### src/rtl/ccwl_pkg.sv
package ccwl_pkg;
  localparam int DW     = 8;
  localparam int AW     = 3;
  localparam int NCFG   = 4;

  localparam logic [AW-1:0] ADDR_GUARD = 3'd4;
  localparam logic [AW-1:0] ADDR_KEY   = 3'd5;

  localparam int STOP_BIT = 5;
  localparam int SEL_BIT  = 7;
  localparam int LOCK_BIT = 0;
  localparam int KEY_BIT  = 0;

  // index 0..3 = CTL0, CTL1, CTL2, PLL
  localparam logic [NCFG-1:0][DW-1:0] CFG_LOCK_MASK = {8'hFF, 8'h01, 8'h03, 8'hA4};
  localparam logic [NCFG-1:0][DW-1:0] CFG_RST_VAL   = {8'h12, 8'h00, 8'h20, 8'h48};
endpackage

### src/rtl/ccwl_rst_sync.sv
module ccwl_rst_sync #(
  parameter int STAGES = 2
) (
  input  logic clk,
  input  logic rst_n,
  output logic rst_sync_n
);
  logic [STAGES-1:0] sh_q;
  logic [STAGES-1:0] sh_d;

  always_comb sh_d = {sh_q[STAGES-2:0], 1'b1};

  always_ff @(posedge clk or negedge rst_n) begin
    if (!rst_n) sh_q <= '0;
    else        sh_q <= sh_d;
  end

  assign rst_sync_n = sh_q[STAGES-1];
endmodule

### src/rtl/ccwl_cfg_reg.sv
module ccwl_cfg_reg #(
  parameter int              W         = 8,
  parameter logic [W-1:0]    RST_VAL   = '0,
  parameter logic [W-1:0]    LOCK_MASK = '0
) (
  input  logic         clk,
  input  logic         rst_n,
  input  logic         we,
  input  logic         lock,
  input  logic [W-1:0] wd,
  output logic [W-1:0] q
);
  logic [W-1:0] q_r;
  logic [W-1:0] q_d;
  logic [W-1:0] hold_mask;
  logic         q_en;

  always_comb begin
    hold_mask = lock ? LOCK_MASK : '0;
    q_en      = we;
    q_d       = (q_r & hold_mask) | (wd & ~hold_mask);
  end

  always_ff @(posedge clk or negedge rst_n) begin
    if (!rst_n)    q_r <= RST_VAL;
    else if (q_en) q_r <= q_d;
  end

  assign q = q_r;

  // guarded bits are frozen while the lock is held
  p_masked_hold_r6: assert property (@(posedge clk) disable iff (!rst_n)
    lock |=> ((q_r & LOCK_MASK) == ($past(q_r) & LOCK_MASK)));

  // free bits follow a write
  p_free_write_r8: assert property (@(posedge clk) disable iff (!rst_n)
    we |=> ((q_r & ~LOCK_MASK) == ($past(wd) & ~LOCK_MASK)));
endmodule

### src/rtl/ccwl_lock_ctrl.sv
module ccwl_lock_ctrl (
  input  logic clk,
  input  logic rst_n,
  input  logic key_we,
  input  logic key_wd,
  input  logic guard_we,
  input  logic lock_wd,
  input  logic clk_ok,
  output logic key_o,
  output logic lock_o
);
  logic key_q, key_d, key_en;
  logic lock_q, lock_d, lock_en;

  always_comb begin
    key_en  = key_we;
    key_d   = key_wd;
    lock_en = guard_we && key_q && lock_wd && clk_ok && !lock_q;
    lock_d  = 1'b1;
  end

  always_ff @(posedge clk or negedge rst_n) begin
    if (!rst_n)      key_q <= 1'b0;
    else if (key_en) key_q <= key_d;
  end

  always_ff @(posedge clk or negedge rst_n) begin
    if (!rst_n)       lock_q <= 1'b0;
    else if (lock_en) lock_q <= lock_d;
  end

  assign key_o  = key_q;
  assign lock_o = lock_q;

  p_sticky_r5: assert property (@(posedge clk) disable iff (!rst_n)
    lock_q |=> lock_q);

  p_key_gate_r2: assert property (@(posedge clk) disable iff (!rst_n)
    $rose(lock_q) |-> $past(key_q && guard_we));

  p_clock_ok_r4: assert property (@(posedge clk) disable iff (!rst_n)
    $rose(lock_q) |-> $past(clk_ok));
endmodule

### src/rtl/ccwl_wait_gate.sv
module ccwl_wait_gate (
  input  logic clk,
  input  logic rst_n,
  input  logic wait_req,
  input  logic lock,
  output logic grant,
  output logic viol
);
  logic viol_q, viol_d;

  always_comb viol_d = wait_req && lock;

  always_ff @(posedge clk or negedge rst_n) begin
    if (!rst_n) viol_q <= 1'b0;
    else        viol_q <= viol_d;
  end

  assign grant = wait_req && !lock;
  assign viol  = viol_q;

  p_viol_cause_r10: assert property (@(posedge clk) disable iff (!rst_n)
    viol_q |-> $past(wait_req) && $past(lock));

  p_viol_follows_r10: assert property (@(posedge clk) disable iff (!rst_n)
    (wait_req && lock) |=> viol_q);

  p_no_grant_locked_r9: assert property (@(posedge clk) disable iff (!rst_n)
    $past(lock) && lock |-> !grant);
endmodule

### src/rtl/clk_cfg_lock.sv
module clk_cfg_lock
  import ccwl_pkg::*;
(
  input  logic          clk,
  input  logic          rst_n,
  input  logic          wr_en,
  input  logic [AW-1:0] addr,
  input  logic [DW-1:0] wdata,
  output logic [DW-1:0] rdata,
  output logic          lock_o,
  input  logic          wait_req,
  output logic          wait_grant,
  output logic          wait_violation,
  output logic [DW-1:0] ctl0_o,
  output logic [DW-1:0] ctl1_o,
  output logic [DW-1:0] ctl2_o,
  output logic [DW-1:0] pll_o
);
  logic          rst_int_n;
  logic [DW-1:0] cfg_q [NCFG];
  logic          key_q;
  logic          lock_q;
  logic          clk_ok;
  logic          key_we, guard_we;

  ccwl_rst_sync #(.STAGES(2)) u_rst (
    .clk(clk), .rst_n(rst_n), .rst_sync_n(rst_int_n)
  );

  for (genvar i = 0; i < NCFG; i++) begin : g_cfg
    ccwl_cfg_reg #(
      .W(DW), .RST_VAL(CFG_RST_VAL[i]), .LOCK_MASK(CFG_LOCK_MASK[i])
    ) u_reg (
      .clk(clk), .rst_n(rst_int_n),
      .we(wr_en && (addr == AW'(i))),
      .lock(lock_q), .wd(wdata), .q(cfg_q[i])
    );
  end

  always_comb begin
    key_we   = wr_en && (addr == ADDR_KEY);
    guard_we = wr_en && (addr == ADDR_GUARD);
    clk_ok   = !cfg_q[0][STOP_BIT] && !cfg_q[0][SEL_BIT];
  end

  ccwl_lock_ctrl u_lock (
    .clk(clk), .rst_n(rst_int_n),
    .key_we(key_we), .key_wd(wdata[KEY_BIT]),
    .guard_we(guard_we), .lock_wd(wdata[LOCK_BIT]),
    .clk_ok(clk_ok), .key_o(key_q), .lock_o(lock_q)
  );

  ccwl_wait_gate u_wait (
    .clk(clk), .rst_n(rst_int_n),
    .wait_req(wait_req), .lock(lock_q),
    .grant(wait_grant), .viol(wait_violation)
  );

  always_comb begin
    rdata = '0;
    if (addr < AW'(NCFG))        rdata = cfg_q[addr[1:0]];
    else if (addr == ADDR_GUARD) rdata[LOCK_BIT] = lock_q;
    else if (addr == ADDR_KEY)   rdata[KEY_BIT]  = key_q;
  end

  assign lock_o = lock_q;
  assign ctl0_o = cfg_q[0];
  assign ctl1_o = cfg_q[1];
  assign ctl2_o = cfg_q[2];
  assign pll_o  = cfg_q[3];

  // PLL register never changes while locked
  p_pll_frozen_r7: assert property (@(posedge clk) disable iff (!rst_int_n)
    lock_q |=> $stable(pll_o));

  // lock only rises on a guard write with bit set
  p_lock_by_write_r3: assert property (@(posedge clk) disable iff (!rst_int_n)
    $rose(lock_q) |-> $past(guard_we && wdata[LOCK_BIT]));

  // a write to an unmapped address leaves the clock registers alone
  p_unmapped_r11: assert property (@(posedge clk) disable iff (!rst_int_n)
    (wr_en && addr > ADDR_KEY) |=> $stable(ctl0_o) && $stable(ctl1_o) && $stable(ctl2_o) && $stable(pll_o));
endmodule

### config.mk
export PLATFORM = sky130hd
export DESIGN_NAME = clk_cfg_lock
export DESIGN_NICKNAME = d
export VERILOG_FILES = /design/src/rtl/ccwl_pkg.sv /design/src/rtl/ccwl_rst_sync.sv /design/src/rtl/ccwl_cfg_reg.sv /design/src/rtl/ccwl_lock_ctrl.sv /design/src/rtl/ccwl_wait_gate.sv /design/src/rtl/clk_cfg_lock.sv
export SDC_FILE = /design/constraint.sdc
export NUM_CORES = 1
export LEC_CHECK = 0
export ABC_AREA = 1
export BUFFER_PORTS_ARGS = -buffer_cell sky130_fd_sc_hd__buf_2
export CORE_MARGIN = 2
export CORE_UTILIZATION = 50
export CTS_BUF_LIST = sky130_fd_sc_hd__clkbuf_8
export CTS_CLUSTER_DIAMETER = 40
export DETAILED_ROUTE_END_ITERATION = 10
export GPL_TIMING_DRIVEN = 0
export PLACE_DENSITY = 0.77
export SLEW_MARGIN = 5
export SYNTH_ARGS = -nofsm -noshare
export SYNTH_HDL_FRONTEND = slang
export SYNTH_SLANG_ARGS = --single-unit
### constraint.sdc
create_clock -name clk -period 1.55 [get_ports clk]
set_clock_uncertainty 0.1 [all_clocks]
set_input_delay 0.2325 -clock clk [delete_from_list [all_inputs] [get_ports clk]]
set_output_delay 0.2325 -clock clk [all_outputs]
set_load 0.005 [all_outputs]
## After elaboration in Yosys (flattened, before gate mapping)

Index checks and enable logic that the tools add are counted.

| word-level totals | value |
|---|---|
| logic and storage cells | 60 |
| input bits | 15 |
| flip-flop bits (word level) | 37 |

| operators by class | value |
|---|---|
| reductions and logical operators | 17 |
| bitwise logic cells | 17 |
| mux-type cells | 11 |
| $lt $le $gt $ge | 2 |
| equality and inequality tests | 5 |

Operator list:

| kind | count |
|---|---|
| 8-bit AND | 8 |
| 8-bit two-way mux | 4 |
| 8-bit inverter | 4 |
| 8-bit OR | 4 |
| 8-bit binary-select mux with 2-bit select | 1 |
| 1-bit logical AND | 13 |
| 7-bit two-way mux | 1 |
| 3-bit by 2-bit == test with 1-bit output (second input constant) | 2 |
| 3-bit == test (second input constant) | 2 |
| 1-bit two-way mux | 4 |
| 3-bit by 1-bit == test with 1-bit output (second input constant) | 1 |
| 3-bit >= comparator (second input constant) | 1 |
| 1-bit logical NOT | 3 |
| 3-bit logical NOT | 1 |
| 3-bit less-than comparator (second input constant) | 1 |
| 2-bit inverter with 3-bit output | 1 |
| 2-bit two-way mux | 1 |

## Longest topological paths before layout

Gate-level depths: netlist of the first run.

| depth | value |
|---|---|
| depth in word-level cells | 6 |
| mapped depth | 7 |
| gate-level depth less buffers | 7 |

## Hierarchy

From an unflattened synthesis of the first run, not the netlist that was laid out.

| second synthesis, totals | value |
|---|---|
| cell total of the unflattened synthesis | 249 |
| area total of the unflattened synthesis | 1861.8 µm² |

By module, submodules not included:

| module | area an instance (µm²) | seq. area each (µm²) | times used | cells each |
|---|---|---|---|---|
| clk_cfg_lock | 391.6 | 0.0 | 1 | 92 |
| ccwl_cfg_reg at g_cfg[3].u_reg | 329.1 | 202.7 | 1 | 35 |
| ccwl_cfg_reg at g_cfg[2].u_reg | 324.1 | 200.2 | 1 | 35 |
| ccwl_cfg_reg at g_cfg[0].u_reg | 321.6 | 202.7 | 1 | 35 |
| ccwl_cfg_reg at g_cfg[1].u_reg | 320.3 | 201.4 | 1 | 35 |
| ccwl_lock_ctrl | 78.8 | 50.0 | 1 | 9 |
| ccwl_rst_sync | 53.8 | 50.0 | 1 | 3 |
| ccwl_wait_gate | 42.5 | 25.0 | 1 | 5 |

## Worst setup path after synthesis of the first run

No wires, ideal clock.

| timing path | value |
|---|---|
| path kind | flip-flop to flip-flop |
| start | register u_lock.lock_q, in the netlist u_lock.lock_o |
| end | register (tool-made name) |
| data arrival time | 0.960 ns |
| cell stages (with the launch flop) | 6 |
| setup time | 0.120 ns |
| path slack | 0.370 ns |
| cell sequence | dfrtp_1 -> inv_1 -> nand3_4 -> buf_6 -> nand2_1 -> o21ai_2 |

RTL lines:

| item | RTL line | RTL |
|---|---|---|
| start: declaration | ccwl_lock_ctrl.sv:13 | `logic lock_q, lock_d, lock_en;` |
| start signal: assignment | ccwl_lock_ctrl.sv:29 | `else if (lock_en) lock_q <= lock_d;` |

==> results of run 1 <==
==> metrics by stage <==
step	cells	utilization, %	power, mW	setup TNS (ns)	setup slack (ns)
4_1_cts	330	66.04	2.183	0	0.007901
2_1_floorplan	217	-	1.373	0	0.3531
5_1_grt	336	67.96	2.311	-0.02598	-0.01251
3_3_place_gp	320	63.09	1.540	-1.848	-0.06276
3_5_place_dp	320	63.12	1.551	0	0.01783
6_report	336	67.96	2.185	0	0.03045
==> layer usage <==
metal | up-vias | track usage (%) | wire length, um
met5 | - | 0 | 0
met2 | 52 | 33.46 | 1984
met1 | 761 | 30.93 | 1866
met3 | 11 | 3.873 | 230
met4 | 0 | 7.337 | 79
li1 | 831 | - | -
==> kinds of logic after synthesis <==
logic type,after synthesis
buffers and inverters,24
DFF,37
other,1
AOI/OAI and AO/OA,34
and+or+nand+nor,121
==> Yosys cell counts, drive strengths merged <==
cell type,instances
conb,1
nor2,20
inv,17
clkbuf,1
dfrtp,32
nand4,1
dfstp,5
o21ai,34
clkinv,1
nand3,7
nand2,93
buf,5
==> critical path, stage by stage (launching register included) <==
cell	delay, ns
dfstp_2	0.55
nand2_1	0.05
nand2_1	0.06
nor2_1	0.04
nor2_1	0.09
buf_2	0.12
==> final timing paths <==
path	from	endpoint	slack (ns)
worst max-delay path	flop	rdata[4]	0.03
worst min-delay path	wait_req	u_wait.viol	0.06
worst max register to register	u_lock.lock_o	flop	0.27
worst min register to register	u_rst.sh_q[1]	g_cfg[1].u_reg.q[3]	0.24
max in group asynchronous	u_rst.sh_q[1]	async pin	0.63
min in group asynchronous	rst_n	u_rst.sh_q[1]	0.15
==> cell type report <==
cell class                 count  area (um^2)
timing repair buffer          64        342.8
buffer                         6        55.05
sequential                    37        933.4
inverter                      18        68.82
tap                           46        57.56
multi-input combinational    157        764.5
fill                         292         1086
clock inverter                 3        12.51
clock buffer                   5        68.82
==> timing repair <==
action	in CTS	in global routing
endpoints found under the hold margin	2	0
gates resized for setup	0	11
cloned	0	2
setup buffers	1	4
pin swaps	0	9
hold buffers	1	0
setup endpoints to repair	1	8
==> where the power goes <==
| part | internal (mW) | switching [mW] | leakage (nW) |
|---|---|---|---|
| Sequential | 1.07 | 0.0897 | 0.464 |
| Clock | 0.302 | 0.329 | 0.0505 |
| Combinational | 0.186 | 0.204 | 0.777 |
| Total | 1.56 | 0.623 | 1.29 |
==> metrics.yaml, run 1 <==
critical_path:
  rr_worst_depth: 5
  critPathKind: "flop to primary output"
  cp.arrival_ns: 1.19
  timing.critical_path.required_ns: 1.22
  critPathLaunchType: "flop"
  cp_max_fo: 3
  crit_path_end_kind: "primary output"
cells_and_area:
  layout_commonest_cell: "nand2_1"
  layout.cell_area.non_filler_um2: 2303
  antennaDiodeCount: 0
  drive_above_1_share_pct: 38.62
  syn_to_final_growth_pct: 28.29
  mostFrequentLayoutCells: "nand2_1 (87), buf_2 (57), dfrtp_1 (31)"
  design.final.nets: 304
pwr:
  p_per_area_nw_per_um2: 948.4
  peakVddDrop_mv: 0.7132
  leakage_nw: 1.292
clock_network:
  cts.root.buffer_cell: "clkbuf_8"
  clkSinkCount: 37
  htree_num_levels: 2
  max-clock-path-buffers: 2
  clk_transition_reported_paths_ns: 0.07
  cts_made_buffers: 5
  clkLatencyLatePin_ns: 0.28
  tritoncts: "done"
placed_design:
  number_of_buffers_inserted_by_port_buffering: 57
  finalWeightedCongestion: 0.7832
  dpl-instance-area_um2: 2140
  post-dp-hpwl_mm: 2.844
synthesis:
  post_synth_fa_ha_maj_area_fraction_pct: 0
  synth.ff_latch_count: 37
  synth_top_family_by_area: "simple AND/OR/NAND/NOR gates"
  net_count_synth: 232
  yosysTopAreaCell: "dfrtp_1"
  synth_seq_area_share_pct: 51.92
  yosysWarningCount: 0
  yosys.area_share.xor_xnor_pct: 0
  ys_top_cells_by_area: "dfrtp_1 (45%), nand2_1 (18%), dfstp_2 (7.3%), o21ai_2 (7.3%), o21ai_1 (4.7%)"
  multiplexer_fraction_of_the_synthesized_cell_area_pct: 0
  yosys.cell_types.count: 23
  gate_count_post_synth: 217
  synth.avg_cell_area_um2: 8.274
  netlist_area_um2: 1795
  synth_largest_type_area_fraction_pct: 44.60
  post_synthesis_simple_gate_area_fraction_pct: 28.99
  synth_compound_area_share_pct: 12.61
floorplan:
  fp.dieH_um: 63.93
  io-pin-count: 58
  initial_utilization_pct: 52.97
  die_area_um2: 4086
  die-width_um: 63.93
  floorplan.core_area_um2: 3390
  rows: 21
hold_path:
  hold_depth: 3
  min-delay-path-class: "input pin to flop"
detailed_routing:
  route.final.wire_length_mm: 4.160
  detail_route.drc_violations: 0
  via_count: 1655
  drt_pass1_iterations: 4
  drt-initial-drc-count: 95
  vias_per_cell: 4.926
  postRouteAntennaNets: 0
  routed_wire_length_per_instance_um: 12.38
global_routing:
  grt-ovfl-total: 0
  grt_max_degree: 36
  grt_pass1_vias: 1421
  grt_antenna_before_repair: 0
  grt_first_pass_wirelength_mm: 6.865
  grt_usage_pct: 21.70
sta:
  pin_slew_with_the_least_headroom_to_its_limit_ns: 0.7454
  timing.final.max_slew_violations: 0
  whs_ns: 0.06344
  max_clock_freq_ghz: 0.6581
  hold_viol: 0
  finalSetupViolCount: 0
  unrepaired_setup_endpoints_after_global_routing: "true"
  period_share_pct: 98.04
  timing.max_slew.rel_slack_pct: 50.30
  period_needed_ns: 1.520
status:
  outcome: "complete, no violations"
job:
  timing.max_cap.violations: 0
No activity file was read; power rests on OpenSTA's default activity.
==> inputs of run 2 (changes only) <==
- CELL_PAD_IN_SITES_DETAIL_PLACEMENT: not set -> 0
- CELL_PAD_IN_SITES_GLOBAL_PLACEMENT: not set -> 1
- CORE_UTILIZATION: 50 -> 38
- PLACE_DENSITY: 0.77 -> 0.8
==> metrics.yaml, run 2 (synthesis results as in run 1) <==
sta:
  period_share_pct: 99.98  # was 98.04%
  hold_viol: 0  # unchanged
  max_clock_freq_ghz: 0.6453  # was 0.6581 GHz
  timing.final.max_slew_violations: 0  # unchanged
  finalSetupViolCount: 0  # unchanged
  unrepaired_setup_endpoints_after_global_routing: "true"  # unchanged
  period_needed_ns: 1.550  # was 1.520 ns
  timing.max_slew.rel_slack_pct: 48.24  # was 50.30%
  pin_slew_with_the_least_headroom_to_its_limit_ns: 0.7763  # was 0.7454 ns
  whs_ns: 0.03887  # was 0.06344 ns
critical_path:
  critPathLaunchType: "flop"  # unchanged
  critPathKind: "flop to primary output"  # unchanged
  cp_num_buf_inv: 1  # unchanged
  rr_worst_depth: 5  # unchanged
  ordered_list_of_cells_on_the_worst_path: "nand2_1, nand2_1, nor2_1, nor2_1, buf_2"  # unchanged
  rr_startpoint: "u_lock.lock_o"  # unchanged
  cp_max_fo: 2  # was 3
  cp.arrival_ns: 1.22  # was 1.19 ns
  reg2reg_setup_slack_ns: 0.22  # was 0.27 ns
  critical-path-top-delay-family: "flip-flops"  # unchanged
  crit_path_max_incr_delay_ns: 0.53  # was 0.55 ns
  timing.critical_path.required_ns: 1.22  # about the same
  crit_path_end_kind: "primary output"  # unchanged
  cp_slowest_cell: "dfstp_2"  # unchanged
cells_and_area:
  antennaDiodeCount: 0  # unchanged
  layout_commonest_cell: "nand2_1"  # unchanged
  mostFrequentLayoutCells: "nand2_1 (87), buf_2 (57), dfrtp_1 (31)"  # unchanged
  layout.cells.non_filler: 344  # was 336
  syn_to_final_growth_pct: 31.64  # was 28.29%
  design.final.nets: 304  # unchanged
  drive_above_1_share_pct: 38.62  # unchanged
  multi_input_logic_area_um2: 762.0  # was 764.5 um^2
  register_area_um2: 933.4  # unchanged
  fillers: 484  # was 292
placed_design:
  dp.cells: 328  # was 320
  number_of_buffers_inserted_by_port_buffering: 57  # unchanged
  post-dp-hpwl_mm: 3.127  # was 2.844 mm
  finalWeightedCongestion: 0.7800  # was 0.7832
clock_network:
  max-clock-path-buffers: 2  # unchanged
  cts.root.buffer_cell: "clkbuf_8"  # unchanged
  tritoncts: "done"  # unchanged
  clkSinkCount: 37  # unchanged
  htree_num_levels: 2  # unchanged
  clk_transition_reported_paths_ns: 0.08  # was 0.07 ns
  clkLatencyLatePin_ns: 0.29  # was 0.28 ns
  cts_made_buffers: 5  # unchanged
floorplan:
  rows: 25  # was 21
  die-width_um: 72.74  # was 63.93 um
  fp.dieH_um: 72.74  # was 63.93 um
  die_area_um2: 5291  # was 4086 um^2
  initial_utilization_pct: 38.78  # was 52.97%
  floorplan.core_area_um2: 4629  # was 3390 um^2
  io-pin-count: 58  # unchanged
job:
  timing.max_cap.violations: 0  # unchanged
detailed_routing:
  drt-initial-drc-count: 138  # was 95
  postRouteAntennaNets: 0  # unchanged
  drt_pass1_iterations: 4  # unchanged
  routed_wire_length_per_instance_um: 13.39  # was 12.38 um
  route.final.wire_length_mm: 4.607  # was 4.160 mm
  via_count: 1610  # was 1,655
  detail_route.drc_violations: 0  # unchanged
  vias_per_cell: 4.680  # was 4.926
pwr:
  peakVddDrop_mv: 0.5127  # was 0.7132 mV
  p_per_area_nw_per_um2: 1084  # was 948.4 nW/um^2
  leakage_nw: 1.311  # was 1.292 nW
hold_path:
  min_delay_worst_endpoint: "u_wait.viol"  # unchanged
  min-delay-path-class: "input pin to flop"  # unchanged
  min_from: "wait_req"  # unchanged
  hold_depth: 3  # unchanged
global_routing:
  grt_usage_pct: 18.17  # was 21.70%
  grt-ovfl-total: 0  # unchanged
  grt_pass1_vias: 1507  # was 1,421
  grt_first_pass_wirelength_mm: 7.141  # was 6.865 mm
  grt_max_degree: 36  # unchanged
  grt_antenna_before_repair: 0  # unchanged
status:
  outcome: "complete, no violations"  # unchanged
run 2: timing repair:
| item | in CTS | in global routing |
|---|---|---|
| hold buffers | 1 | 0 |
| cloned | 0 | 1 |
| buffers inserted | 1 | 5 |
| gates resized for setup | 1 | 6 |
| pin swaps | 0 | 5 |
| endpoints found under the hold margin | 2 | 0 |
| setup endpoints to repair | 2 | 8 |
run 2: per-layer routing:
metal  track usage [%]  up-vias  wire (um)
met5                 0        -          0
met4             8.025        0         79
met3             3.039        7        161
met2             29.49       32       2231
met1             23.89      749       2134
li1                  -      822          -
run 2: how the worst max path moves through the flow:
stage	slack [ns]	endpoint	depth (start not counted)
after global placement	-0.10	u_wait.viol	0
after CTS	0.002	rdata[4]	5
after detailed placement	-0.003	rdata[2]	8
final	0.0003	rdata[4]	5
after floorplan	0.35	async pin	0
after global routing	-0.04	rdata[6]	5
run 2: layout make-up:
class / instances / share of cell area [%]
flip-flops and latches: 37 / 39.49
inverters: 18 / 2.912
clock inverters: 3 / 2.753
multi-input cells: 157 / 32.24
plain buffers: 6 / 2.329
clock buffers: 5 / 2.912
repair buffers: 64 / 14.51
well taps: 54 / 2.859
run 2: tightest hold or removal path, stage by stage:
cell,delay [ns]
buf_2,0.09
nand2_1,0.04
inv_1,0.04
run 2: power breakdown:
part / internal, mW / total [mW] / switching [mW]
sequential: 1.07 / 1.16 / 0.0916
clock: 0.639 / 0.995 / 0.356
combinational: 0.194 / 0.404 / 0.209
run 2: per-stage QoR:
step / util (%) / power, mW / worst slack, ns / cell area [um^2] / TNS, ns
6_report: 51.05 / 2.563 / 0.0002528 / 2364 / 0
5_1_grt: 51.05 / 2.694 / -0.04049 / 2364 / -0.1808
4_1_cts: 49.76 / 2.564 / 0.001776 / 2303 / 0
3_5_place_dp: 46.43 / 1.560 / -0.003038 / 2150 / -0.005610
3_3_place_gp: 46.41 / 1.549 / -0.1032 / 2148 / -3.064
2_1_floorplan: - / 1.373 / 0.3531 / 1795 / 0
